[src/rtl/ccp_pkg.sv]
// Shared types for the capture/compare channel.
// Assumes: encodings below are software-visible and must not be reordered.
package ccp_pkg;
    typedef enum logic [2:0] {
        OM_SOFT    = 3'd0,
        OM_SET     = 3'd1,
        OM_TGL_RST = 3'd2,
        OM_SET_RST = 3'd3,
        OM_TGL     = 3'd4,
        OM_RST     = 3'd5,
        OM_TGL_SET = 3'd6,
        OM_RST_SET = 3'd7
    } out_mode_t;

    typedef enum logic [1:0] {
        EDG_NONE = 2'd0,
        EDG_RISE = 2'd1,
        EDG_FALL = 2'd2,
        EDG_BOTH = 2'd3
    } edge_sel_t;
endpackage

[src/rtl/ccp_cap_edge.sv]
// Synchronises the asynchronous capture input and emits a one-cycle pulse
// on the selected edge(s).
// Assumes: cap_in may change at any time; SYNC_STAGES >= 2.
module ccp_cap_edge
    import ccp_pkg::*;
#(
    parameter int SYNC_STAGES = 2
) (
    input  logic      clk,
    input  logic      rst_n,
    input  logic      cap_in,
    input  edge_sel_t edge_sel,
    output logic      cap_evt
);
    logic [SYNC_STAGES-1:0] sync_q;
    logic                   prev_q;
    logic                   rise, fall;

    // Shift the input through the synchroniser chain.
    generate
        for (genvar s = 0; s < SYNC_STAGES; s++) begin : g_sync
            always_ff @(posedge clk) begin
                if (!rst_n)      sync_q[s] <= 1'b0;
                else if (s == 0) sync_q[s] <= cap_in;
                else             sync_q[s] <= sync_q[(s == 0) ? 0 : s-1];
            end
        end
    endgenerate

    // Remember the last synchronised level for edge detection.
    always_ff @(posedge clk) begin
        if (!rst_n) prev_q <= 1'b0;
        else        prev_q <= sync_q[SYNC_STAGES-1];
    end

    // Decode the edge and apply the selection.
    always_comb begin
        rise = sync_q[SYNC_STAGES-1] & ~prev_q;
        fall = ~sync_q[SYNC_STAGES-1] & prev_q;
        unique case (edge_sel)
            EDG_NONE: cap_evt = 1'b0;
            EDG_RISE: cap_evt = rise;
            EDG_FALL: cap_evt = fall;
            default:  cap_evt = rise | fall;
        endcase
    end
endmodule

[src/rtl/ccp_out_unit.sv]
// Output bit state table: applies the own-match action first, then the
// period action, registered on the next edge.
// Assumes: own_evt and per_evt are single-cycle qualified events.
module ccp_out_unit
    import ccp_pkg::*;
(
    input  logic      clk,
    input  logic      rst_n,
    input  out_mode_t mode,
    input  logic      sw_bit,
    input  logic      own_evt,
    input  logic      per_evt,
    output logic      out_q
);
    logic nxt;

    // Next output value from mode and events (own first, period last).
    always_comb begin
        nxt = out_q;
        unique case (mode)
            OM_SOFT:    nxt = sw_bit;
            OM_SET:     if (own_evt) nxt = 1'b1;
            OM_RST:     if (own_evt) nxt = 1'b0;
            OM_TGL:     if (own_evt) nxt = ~out_q;
            OM_TGL_RST: begin
                if (own_evt) nxt = ~out_q;
                if (per_evt) nxt = 1'b0;
            end
            OM_SET_RST: begin
                if (own_evt) nxt = 1'b1;
                if (per_evt) nxt = 1'b0;
            end
            OM_TGL_SET: begin
                if (own_evt) nxt = ~out_q;
                if (per_evt) nxt = 1'b1;
            end
            default: begin
                if (own_evt) nxt = 1'b0;
                if (per_evt) nxt = 1'b1;
            end
        endcase
    end

    // Output register.
    always_ff @(posedge clk) begin
        if (!rst_n) out_q <= 1'b0;
        else        out_q <= nxt;
    end

    AST_SET_MODE:   assert property (@(posedge clk) disable iff (!rst_n)
        (mode == OM_SET && own_evt) |=> out_q);
    AST_RST_MODE:   assert property (@(posedge clk) disable iff (!rst_n)
        (mode == OM_RST && own_evt) |=> !out_q);
    AST_PER_LAST_HI: assert property (@(posedge clk) disable iff (!rst_n)
        ((mode == OM_RST_SET || mode == OM_TGL_SET) && per_evt) |=> out_q);
    AST_PER_LAST_LO: assert property (@(posedge clk) disable iff (!rst_n)
        ((mode == OM_SET_RST || mode == OM_TGL_RST) && per_evt) |=> !out_q);
endmodule

[src/rtl/ccp_channel.sv]
// One capture/compare timer channel: compare match against the shared
// count driving an output table, or synchronised edge capture of the count.
// Assumes: tmr_cnt, cnt_step and per_evt come from the shared timer core
// in this clock domain; cap_in is asynchronous.
module ccp_channel
    import ccp_pkg::*;
#(
    parameter int CNT_W       = 16,
    parameter int SYNC_STAGES = 2
) (
    input  logic             clk,
    input  logic             rst_n,
    input  logic [CNT_W-1:0] tmr_cnt,
    input  logic             cnt_step,
    input  logic             per_evt,
    input  logic             cap_mode,
    input  logic [1:0]       cap_edge,
    input  logic [2:0]       out_mode,
    input  logic             sw_out,
    input  logic             cap_in,
    input  logic             ccr_we,
    input  logic [CNT_W-1:0] ccr_wdata,
    input  logic             irq_clr,
    output logic             out_bit,
    output logic             irq_flag,
    output logic             ovf_flag,
    output logic [CNT_W-1:0] ccr_q
);
    logic cap_evt;
    logic own_evt;
    logic per_q;
    logic cap_fire;

    ccp_cap_edge #(.SYNC_STAGES(SYNC_STAGES)) u_cap (
        .clk      (clk),
        .rst_n    (rst_n),
        .cap_in   (cap_in),
        .edge_sel (edge_sel_t'(cap_edge)),
        .cap_evt  (cap_evt)
    );

    // Qualify events by mode.
    always_comb begin
        own_evt  = !cap_mode && cnt_step && (tmr_cnt == ccr_q);
        per_q    = !cap_mode && per_evt;
        cap_fire = cap_mode && cap_evt;
    end

    ccp_out_unit u_out (
        .clk     (clk),
        .rst_n   (rst_n),
        .mode    (out_mode_t'(out_mode)),
        .sw_bit  (sw_out),
        .own_evt (own_evt),
        .per_evt (per_q),
        .out_q   (out_bit)
    );

    // Channel register: software write wins over capture.
    always_ff @(posedge clk) begin
        if (!rst_n)        ccr_q <= '0;
        else if (ccr_we)   ccr_q <= ccr_wdata;
        else if (cap_fire) ccr_q <= tmr_cnt;
    end

    // Interrupt flag: set by match or capture, set wins over clear.
    always_ff @(posedge clk) begin
        if (!rst_n)                  irq_flag <= 1'b0;
        else if (own_evt || cap_fire) irq_flag <= 1'b1;
        else if (irq_clr)            irq_flag <= 1'b0;
    end

    // Overflow flag: capture while a previous one is still pending.
    always_ff @(posedge clk) begin
        if (!rst_n)                     ovf_flag <= 1'b0;
        else if (cap_fire && irq_flag)  ovf_flag <= 1'b1;
        else if (irq_clr)               ovf_flag <= 1'b0;
    end

    AST_WRITE_LOAD: assert property (@(posedge clk) disable iff (!rst_n)
        ccr_we |=> ccr_q == $past(ccr_wdata));
    AST_MATCH_FLAG: assert property (@(posedge clk) disable iff (!rst_n)
        (!cap_mode && cnt_step && tmr_cnt == ccr_q) |=> irq_flag);
    AST_CAP_LOAD:   assert property (@(posedge clk) disable iff (!rst_n)
        (cap_fire && !ccr_we) |=> (ccr_q == $past(tmr_cnt)) && irq_flag);
    AST_CAP_OVF:    assert property (@(posedge clk) disable iff (!rst_n)
        (cap_fire && irq_flag) |=> ovf_flag);
    AST_CAP_HOLD:   assert property (@(posedge clk) disable iff (!rst_n)
        (cap_mode && out_mode != 3'd0) |=> $stable(out_bit));
endmodule

[config.mk]
export PLATFORM = sky130hd
export DESIGN_NAME = ccp_channel
export DESIGN_NICKNAME = d
export VERILOG_FILES = /design/src/rtl/ccp_pkg.sv /design/src/rtl/ccp_cap_edge.sv /design/src/rtl/ccp_out_unit.sv /design/src/rtl/ccp_channel.sv
export SDC_FILE = /design/constraint.sdc
export NUM_CORES = 1
export LEC_CHECK = 0
export BUFFER_PORTS_ARGS = -buffer_cell sky130_fd_sc_hd__buf_4
export CORE_MARGIN = 5
export CORE_UTILIZATION = 25
export DETAILED_ROUTE_END_ITERATION = 7
export HOLD_SLACK_MARGIN = 0.08
export SKIP_CTS_REPAIR_TIMING = 1
export SYNTH_ARGS = -nofsm -noshare
export SYNTH_HDL_FRONTEND = slang
export SYNTH_SLANG_ARGS = --single-unit
[constraint.sdc]
create_clock -name clk -period 5.6 [get_ports clk]
set_clock_uncertainty 0.15 [all_clocks]
set_input_delay 0.56 -clock clk [delete_from_list [all_inputs] [get_ports clk]]
set_output_delay 0.56 -clock clk [all_outputs]
set_load 0.02 [all_outputs]
### After elaboration in Yosys (flattened, before gate mapping)

Index checks and enable logic that the tools add are counted.

| word-level totals | value |
|---|---|
| word-level logic and storage cells | 48 |
| bits in registers | 22 |
| input port bits | 46 |
| output and inout bits | 19 |

| cells by class | value |
|---|---|
| bitwise logic cells | 6 |
| reductions and logical operators | 12 |
| equality and inequality tests | 9 |
| muxes and demuxes | 14 |

Operator list:

| cell | count |
|---|---|
| 16-bit 2-to-1 mux | 2 |
| 16-bit equality test | 1 |
| 1-bit 2-to-1 mux | 10 |
| 3-bit equality test, second input constant | 3 |
| 1-bit one-hot mux with 7 select lines | 1 |
| 3-bit by 2-bit equality test with 1-bit output, second input constant | 2 |
| 2-bit nonzero test | 3 |
| 1-bit logical AND | 5 |
| 3-bit by 1-bit equality test with 1-bit output, second input constant | 1 |
| 3-bit logical NOT | 1 |
| 1-bit inverter | 3 |
| 1-bit one-hot mux with 3 select lines | 1 |
| 1-bit bitwise AND | 2 |
| 2-bit by 1-bit equality test with 1-bit output, second input constant | 1 |
| 2-bit equality test, second input constant | 1 |
| 2-bit logical NOT | 1 |
| 1-bit logical NOT | 1 |
| 1-bit logical OR | 1 |
| 1-bit OR | 1 |

### Longest topological paths before layout

Gate-level depths: netlist (run 1).

| logic depth | value |
|---|---|
| depth in word-level cells | 7 |
| mapped depth | 9 |
| depth with buffers taken out | 9 |

### Hierarchy

A second synthesis (run 1) with hierarchy kept.

| second synthesis, totals | value |
|---|---|
| cell total of the unflattened synthesis | 154 |
| area total of the unflattened synthesis | 1,322.5 µm² |

Modules (own cells, without submodules):

| module | cells each | instances | area an instance (µm²) |
|---|---|---|---|
| ccp_channel | 125 | 1 | 1,077.3 |
| ccp_cap_edge | 15 | 1 | 137.6 |
| ccp_out_unit | 14 | 1 | 107.6 |

### Worst setup path after synthesis (run 1)

No wires, ideal clock.

| timing | value |
|---|---|
| kind | input to register |
| start point | input port tmr_cnt[1] |
| end point | register u_out.out_q |
| arrival time | 2.319 ns |
| slack | 3.014 ns |
| data required time | 5.333 ns |
| cell stages on the path | 8 |
| path through | xor2_1 or4_1 nor4b_2 nand4b_1 ha_1 o32a_1 o22ai_1 nor3_1 |

| on the way | value |
|---|---|
| cells in the longest elaborated chain, start to end | 5 |
| elaborated cells between the ends (all ways) | 10 |
| classes of those cells | eq/ne: 1; mux: 8; reduce/logical: 1 |

Ends and longest elaborated chain:

| what | RTL line | source |
|---|---|---|
| from (decl) | ccp_channel.sv:13 | `input logic [CNT_W-1:0] tmr_cnt,` |
| 16-bit equality test (*) | ccp_channel.sv:44 | `own_evt = !cap_mode && cnt_step && (tmr_cnt == ccr_q);` |
| 1-bit logical AND (*) | ccp_channel.sv:44 |  |
| 1-bit 2-to-1 mux | - |  |
| 1-bit 2-to-1 mux, on equally long branches | - |  |
| 1-bit one-hot mux with 7 select lines (*) | - |  |
| to (signal assigned) | ccp_out_unit.sv:47 | `else out_q <= nxt;` |
| to (decl) | ccp_out_unit.sv:13 | `output logic out_q` |

Mark *: on every way between the ends. The rest lies on a longest branch, timed or not.
A chain may end at the register's enable or synchronous reset.

### Final worst setup path (run 1)

Ends and elaborated chain as after synthesis.

==> results by group, run 1 <==
Run status
  • Status: completed

Layout
  • Nets: 269
  • Share of layout cells above drive strength 1: 32.57%
  • Final instance area: 1883 um^2
  • Area growth syn-to-layout: 44.30%
  • Diodes inserted: 0

Timing
  • Worst slew margin: 44.62%
  • Endpoints failing setup: 0
  • Setup TNS: 0 ps
  • Achievable Freq: 388.9 MHz
  • RSZ-0062 raised after global routing: false
  • Period utilization: 45.92%
  • Max Slew Vio Count: 0
  • Worst-Margin Slew: 830.7 ps
  • Final hold violation count: 0
  • Min Tclk post-route: 2572 ps

Critical path
  • CP startpoint kind: input pin
  • CP delay by family, top: simple AND/OR/NAND/NOR gates
  • Worst-path maximum fanout: 2
  • Slowest-stage cell, CP: or4_1
  • CP Class: input pin to flip-flop
  • Buf/Inv on CP: 1
  • R2r worst-path depth: 8
  • Setup crit end kind: flip-flop
  • CP startpoint: tmr_cnt[1]
  • Critical path depth in cells: 9
  • Slowest cell delay on critical path: 530 ps
  • Worst EP arrival: 2580 ps
  • Worst r2r dst: u_out.out_q
  • Worst R2R Setup Slack: 3070 ps
  • Worst path cell trace: buf_4 > xor2_1 > or4_1 > nor4b_2 > nand4b_1 > ha_1 > o32a_1 > o22ai_1 > nor3_1
  • Origin of the critical flop-to-flop path: ccr_q[1]
  • Req. time, crit path: 5610 ps

CTS
  • Latest clock arrival within the worst-skew pair: 270 ps
  • Clk root buf: clkbuf_8
  • Clk sinks: 22
  • Clock Path Buffers: 2
  • H-tree level count: 1
  • CTS tree: yes
  • Worst-path clk slew: 90 ps
  • Number of buffers created by CTS: 3

Detailed routing
  • Routed WL: 4412 um
  • Vias per Instance: 4.892
  • Vias: 1409
  • Drt drc: 0
  • WL per Instance: 15.32 um
  • Iter 0 DRT Violations: 62
  • First-pass DRT Iterations: 4
  • Post-DRT Antenna Nets: 0

Pwr
  • Total Power Consumption: 411.6 uW
  • Pwr dens: 218.6 nW/um^2
  • Worst ir drop on vdd: 144.0 uV
  • Leakage power: 0.7884 nW

Place
  • Placed cell area: 1828 um^2
  • Hpwl dp: 3340 um
  • Routability cong.: 0.7051
  • IO buf count: 64

GRT
  • Initial antenna violation count: 0
  • Grt met3 use: 4.121%
  • Vias in the first global route: 1390
  • Met1 global-route usage: 16.52%
  • Gr ovfl total: 0
  • Gr busiest metal: met2
  • First-pass GRT wire length: 6782 um
  • Met2 usage: 21.96%
  • Largest net degree at the start of global routing: 23
  • All-Layer GR Usage: 12.97%

Die
  • Die ar.: 6765 um^2
  • Core Area: 5075 um^2
  • I/O Pins: 65
  • Initial core utilization: 25.71%
  • Die height: 82.25 um
  • Floorplan row count: 26
  • Die X: 82.25 um

Yosys
  • Yosys cell types: 35
  • Predominant post-synthesis flop cell: dfxtp_1
  • Synthesized area: 1305 um^2
  • YS warnings: 0
  • Ys async rst share: 0%
  • Synth area leader: dfxtp_1
  • Synth top area cells: dfxtp_1 34%, o21ai_0 12%, a31oi_1 7.7%
  • Post-Syn Nets: 210
  • Synth Area per Inst: 8.156 um^2
  • Sequential area share after synthesis: 33.75%
  • Yosys top cell area share: 33.75%
  • Number of flops mapped to enable cells by yosys: 0
  • Yosys reg bits: 22
  • Cells after synthesis: 160

Run
  • Total of max-cap violations: 0

Hold path
  • Hold Path Sink: u_cap.sync_q[1]
  • Hold Path Stages: 1
  • Hold Path Class: flip-flop to flip-flop
  • Hold_sp: u_cap.sync_q[0]
## layout by cell type (no fill, tap or decap), types with 2 or more instances in the layout
master and count:
buf_4 64, o21ai_0 31, dfxtp_1 22, a21oi_1 17
a31oi_1 16, xor2_1 9, inv_1 8, xnor2_1 7
nor2_1 5, ha_1 4, clkbuf_8 4, and2_1 3
nand4_1 2, nand2_1 2, nor4b_1 2, a22oi_1 2
o22ai_1 2, nor3_1 2
## metrics by stage
step                      hold WS [ps]  utilization [%]  cells  setup slack (ps)
after floorplan                  261.9                -    160              3014
after global placement           268.1            36.02    284              2785
after detailed placement         272.0            36.02    284              2733
after CTS                        295.9            37.11    288              3021
after global routing             307.6            37.11    288              2917
final                            296.5            37.11    288              3028
## cell usage after synthesis, types with 2 or more instances
master and number:
nand2_1 2, xor2_1 9, nand4_1 2, o21ai_0 31, a31oi_1 16, nor4b_1 2
a22oi_1 2, clkbuf_1 7, inv_1 8, buf_4 2, nor3_1 2, dfxtp_1 22
a21oi_1 17, and2_1 3, o22ai_1 2, nor2_1 5, xnor2_1 7, ha_1 4
## area by class of cell
type	count	area, um^2
multi-input cells	119	785.8
inverters	9	33.78
clock buffers	4	55.05
flip-flops and latches	22	440.4
repair buffers	64	480.5
fillers	557	3192
well taps	70	87.58
## worst max-delay path by stage
| stage | to |
|---|---|
| after global placement | u_out.out_q |
| after floorplan | u_out.out_q |
| after detailed placement | u_out.out_q |
| after global routing | u_out.out_q |
| after CTS | u_out.out_q |
| final | u_out.out_q |
## logic make-up after synthesis
family,share of synthesized area [%]
DFF,33.75
muxes,0.7670
xor gates and xnor gates,10.74
AOI/OAI and AO/OA,32.31
buffers and inverters,6.040
adders and majority gates,3.835
and+or+nand+nor,12.56
## per-layer routing
layer  up-vias  routed length (um)
li1        703                   -
met1       659                1923
met2        45                2161
met3         2                 302
met4         0                  24
met5         -                   0
## registers in the layout (all words and copies together), names as in the netlist
register      flops
ccr_q            16
irq_flag          1
ovf_flag          1
u_cap.prev_q      1
u_cap.sync_q      2
u_out.out_q       1
## power breakdown
| group | internal (mW) | leakage, nW | switching (mW) |
|---|---|---|---|
| sequential | 0.167 | 0.182 | 0.00873 |
| combinational | 0.0557 | 0.577 | 0.0619 |
| clock | 0.0628 | 0.0288 | 0.0555 |
| total | 0.285 | 0.788 | 0.126 |
Note: power is estimated with default switching activity, not from simulation.
==> run 2: changes to the inputs <==
==> constraint.sdc (replaced) <==
create_clock -name clk -period 2.2 [get_ports clk]
set_clock_uncertainty 0.15 [all_clocks]
set_input_delay 0.22 -clock clk [delete_from_list [all_inputs] [get_ports clk]]
set_output_delay 0.22 -clock clk [all_outputs]
set_load 0.02 [all_outputs]
==> run 2 against run 1 <==
Effect of this change:
- the flow now finishes with violations (setup timing)
- die area did not move
- total power rose to 2.6 times the previous value
- clock power rose by 140%
- critical path depth decreased by 1
- core utilization rose by 2.4 points
- critical endpoint unchanged
==> results by group, run 2 (synthesized netlist as in run 1, its figures left out) <==
Die
  • Die ar.: 6765 um^2
  • Initial core utilization: 25.71%
  • Floorplan row count: 26
  • Die height: 82.25 um
  • Core Area: 5075 um^2
  • I/O Pins: 65
  • Die X: 82.25 um

Timing
  • Final setup margin: -281.6 ps
  • Period utilization: 112.8%
  • RSZ-0062 raised after global routing: true
  • Setup TNS: -281.6 ps
  • Worst slew margin: 63.63%
  • Max Slew Vio Count: 0
  • Achievable Freq: 403.0 MHz
  • Worst-Margin Slew: 545.6 ps
  • Min Tclk post-route: 2482 ps
  • Endpoints failing setup: 1
  • Final hold violation count: 0

Pwr
  • Worst ir drop on vdd: 242.6 uV
  • Total Power Consumption: 1.061 mW
  • Leakage power: 0.8623 nW
  • Pwr dens: 529.6 nW/um^2

Run status
  • Violated checks: setup timing
  • Status: complete, but fails checks

Layout
  • Max reg flops: 16
  • Core Util, Final: 39.47%
  • Commonest cells after routing, fill and taps aside: 77 x buf_4, 31 x o21ai_0, 20 x dfxtp_1, 17 x a21oi_1, 16 x a31oi_1
  • Area growth syn-to-layout: 53.50%
  • Diodes inserted: 0
  • Filler cell count in the final layout: 550
  • Largest regs: ccr_q: 16 flops, u_cap.sync_q: 2 flops
  • Biggest register: ccr_q
  • Share of layout cells above drive strength 1: 36.91%
  • Most common cell after layout, fill and taps aside: buf_4
  • Final cell count without fillers: 303
  • Nets: 284

CTS
  • CTS tree: yes
  • Clk root buf: clkbuf_8
  • Worst-path clk slew: 80 ps
  • Latest clock arrival within the worst-skew pair: 260 ps
  • Clock Path Buffers: 2
  • Number of buffers created by CTS: 3
  • Clk sinks: 22
  • H-tree level count: 1

GRT
  • First-pass GRT wire length: 6630 um
  • All-Layer GR Usage: 12.58%
  • Vias in the first global route: 1420
  • Largest net degree at the start of global routing: 22
  • Initial antenna violation count: 0
  • Gr ovfl total: 0

Place
  • IO buf count: 64
  • Placed Cells: 296
  • Hpwl dp: 3286 um
  • Routability cong.: 0.7628
  • DP Worst Slack: -311.8 ps

Detailed routing
  • Vias per Instance: 4.782
  • WL per Instance: 14.28 um
  • Iter 0 DRT Violations: 52
  • Drt drc: 0
  • Post-DRT Antenna Nets: 0
  • First-pass DRT Iterations: 4
  • Routed WL: 4326 um
  • Vias: 1449

Run
  • Total of max-cap violations: 0

Critical path
  • Setup crit end kind: flip-flop
  • CP Class: flip-flop to flip-flop
  • Worst-path maximum fanout: 2
  • Worst EP arrival: 2480 ps
  • Worst R2R Setup Slack: -280 ps
  • Req. time, crit path: 2200 ps
  • CP startpoint kind: flip-flop

Hold path
  • Hold Path Class: input pin to flip-flop
## run 2: cell types whose count changed in the layout (fill, tap and decap cells not counted), sizes merged
cell / previous run / this run
buf: 64 / 77
dlygate4sd3: 0 / 2
## run 2: worst max-delay path, stage by stage, from the launching register on
cell and delay (ps):
dfxtp_2 330, xor2_1 170, or4_1 550, nor4b_2 220
nand4b_1 150, ha_1 310, o32a_1 290, o22ai_1 130
nor3_1 60
## run 2: final timing paths
check | startpoint | to | depth (start not counted)
setup / recovery | ccr_q[1] | u_out.out_q | 8
hold / removal | ccr_wdata[7] | ccr_q[7] | 3
setup reg to reg | ccr_q[1] | u_out.out_q | 8
hold reg to reg | u_cap.sync_q[0] | u_cap.sync_q[1] | 1
## run 2: metal layers
layer | up-vias | GRT usage [%] | share of wire [%]
met3 | 4 | 3.254 | 7.0
li1 | 733 | - | -
met5 | - | 0 | 0
met1 | 666 | 15.93 | 43
met4 | 0 | 2.824 | 0.79
met2 | 46 | 21.31 | 50
## run 2: final cells by class
type | instances | area [um^2] | area share (%)
clock buffers | 4 | 55.05 | 2.748
inverters | 9 | 33.78 | 1.686
multi-input cells | 119 | 785.8 | 39.23
flip-flops and latches | 22 | 442.9 | 22.11
well taps | 70 | 87.58 | 4.372
repair buffers | 79 | 598.1 | 29.86
## run 2: per-stage QoR
stage / hold slack, ps / cell area (um^2)
after floorplan: 197.3 / 1308
after CTS: 26.38 / 1976
after global routing: 97.07 / 2003
after global placement: 267.2 / 1921
after detailed placement: 277.9 / 1921
final: 73.33 / 2003
## run 2: power breakdown
part	switching, mW	leakage (nW)	internal (mW)
registers	0.0202	0.183	0.425
clock network	0.129	0.0288	0.159
logic	0.163	0.651	0.164
total	0.312	0.862	0.749
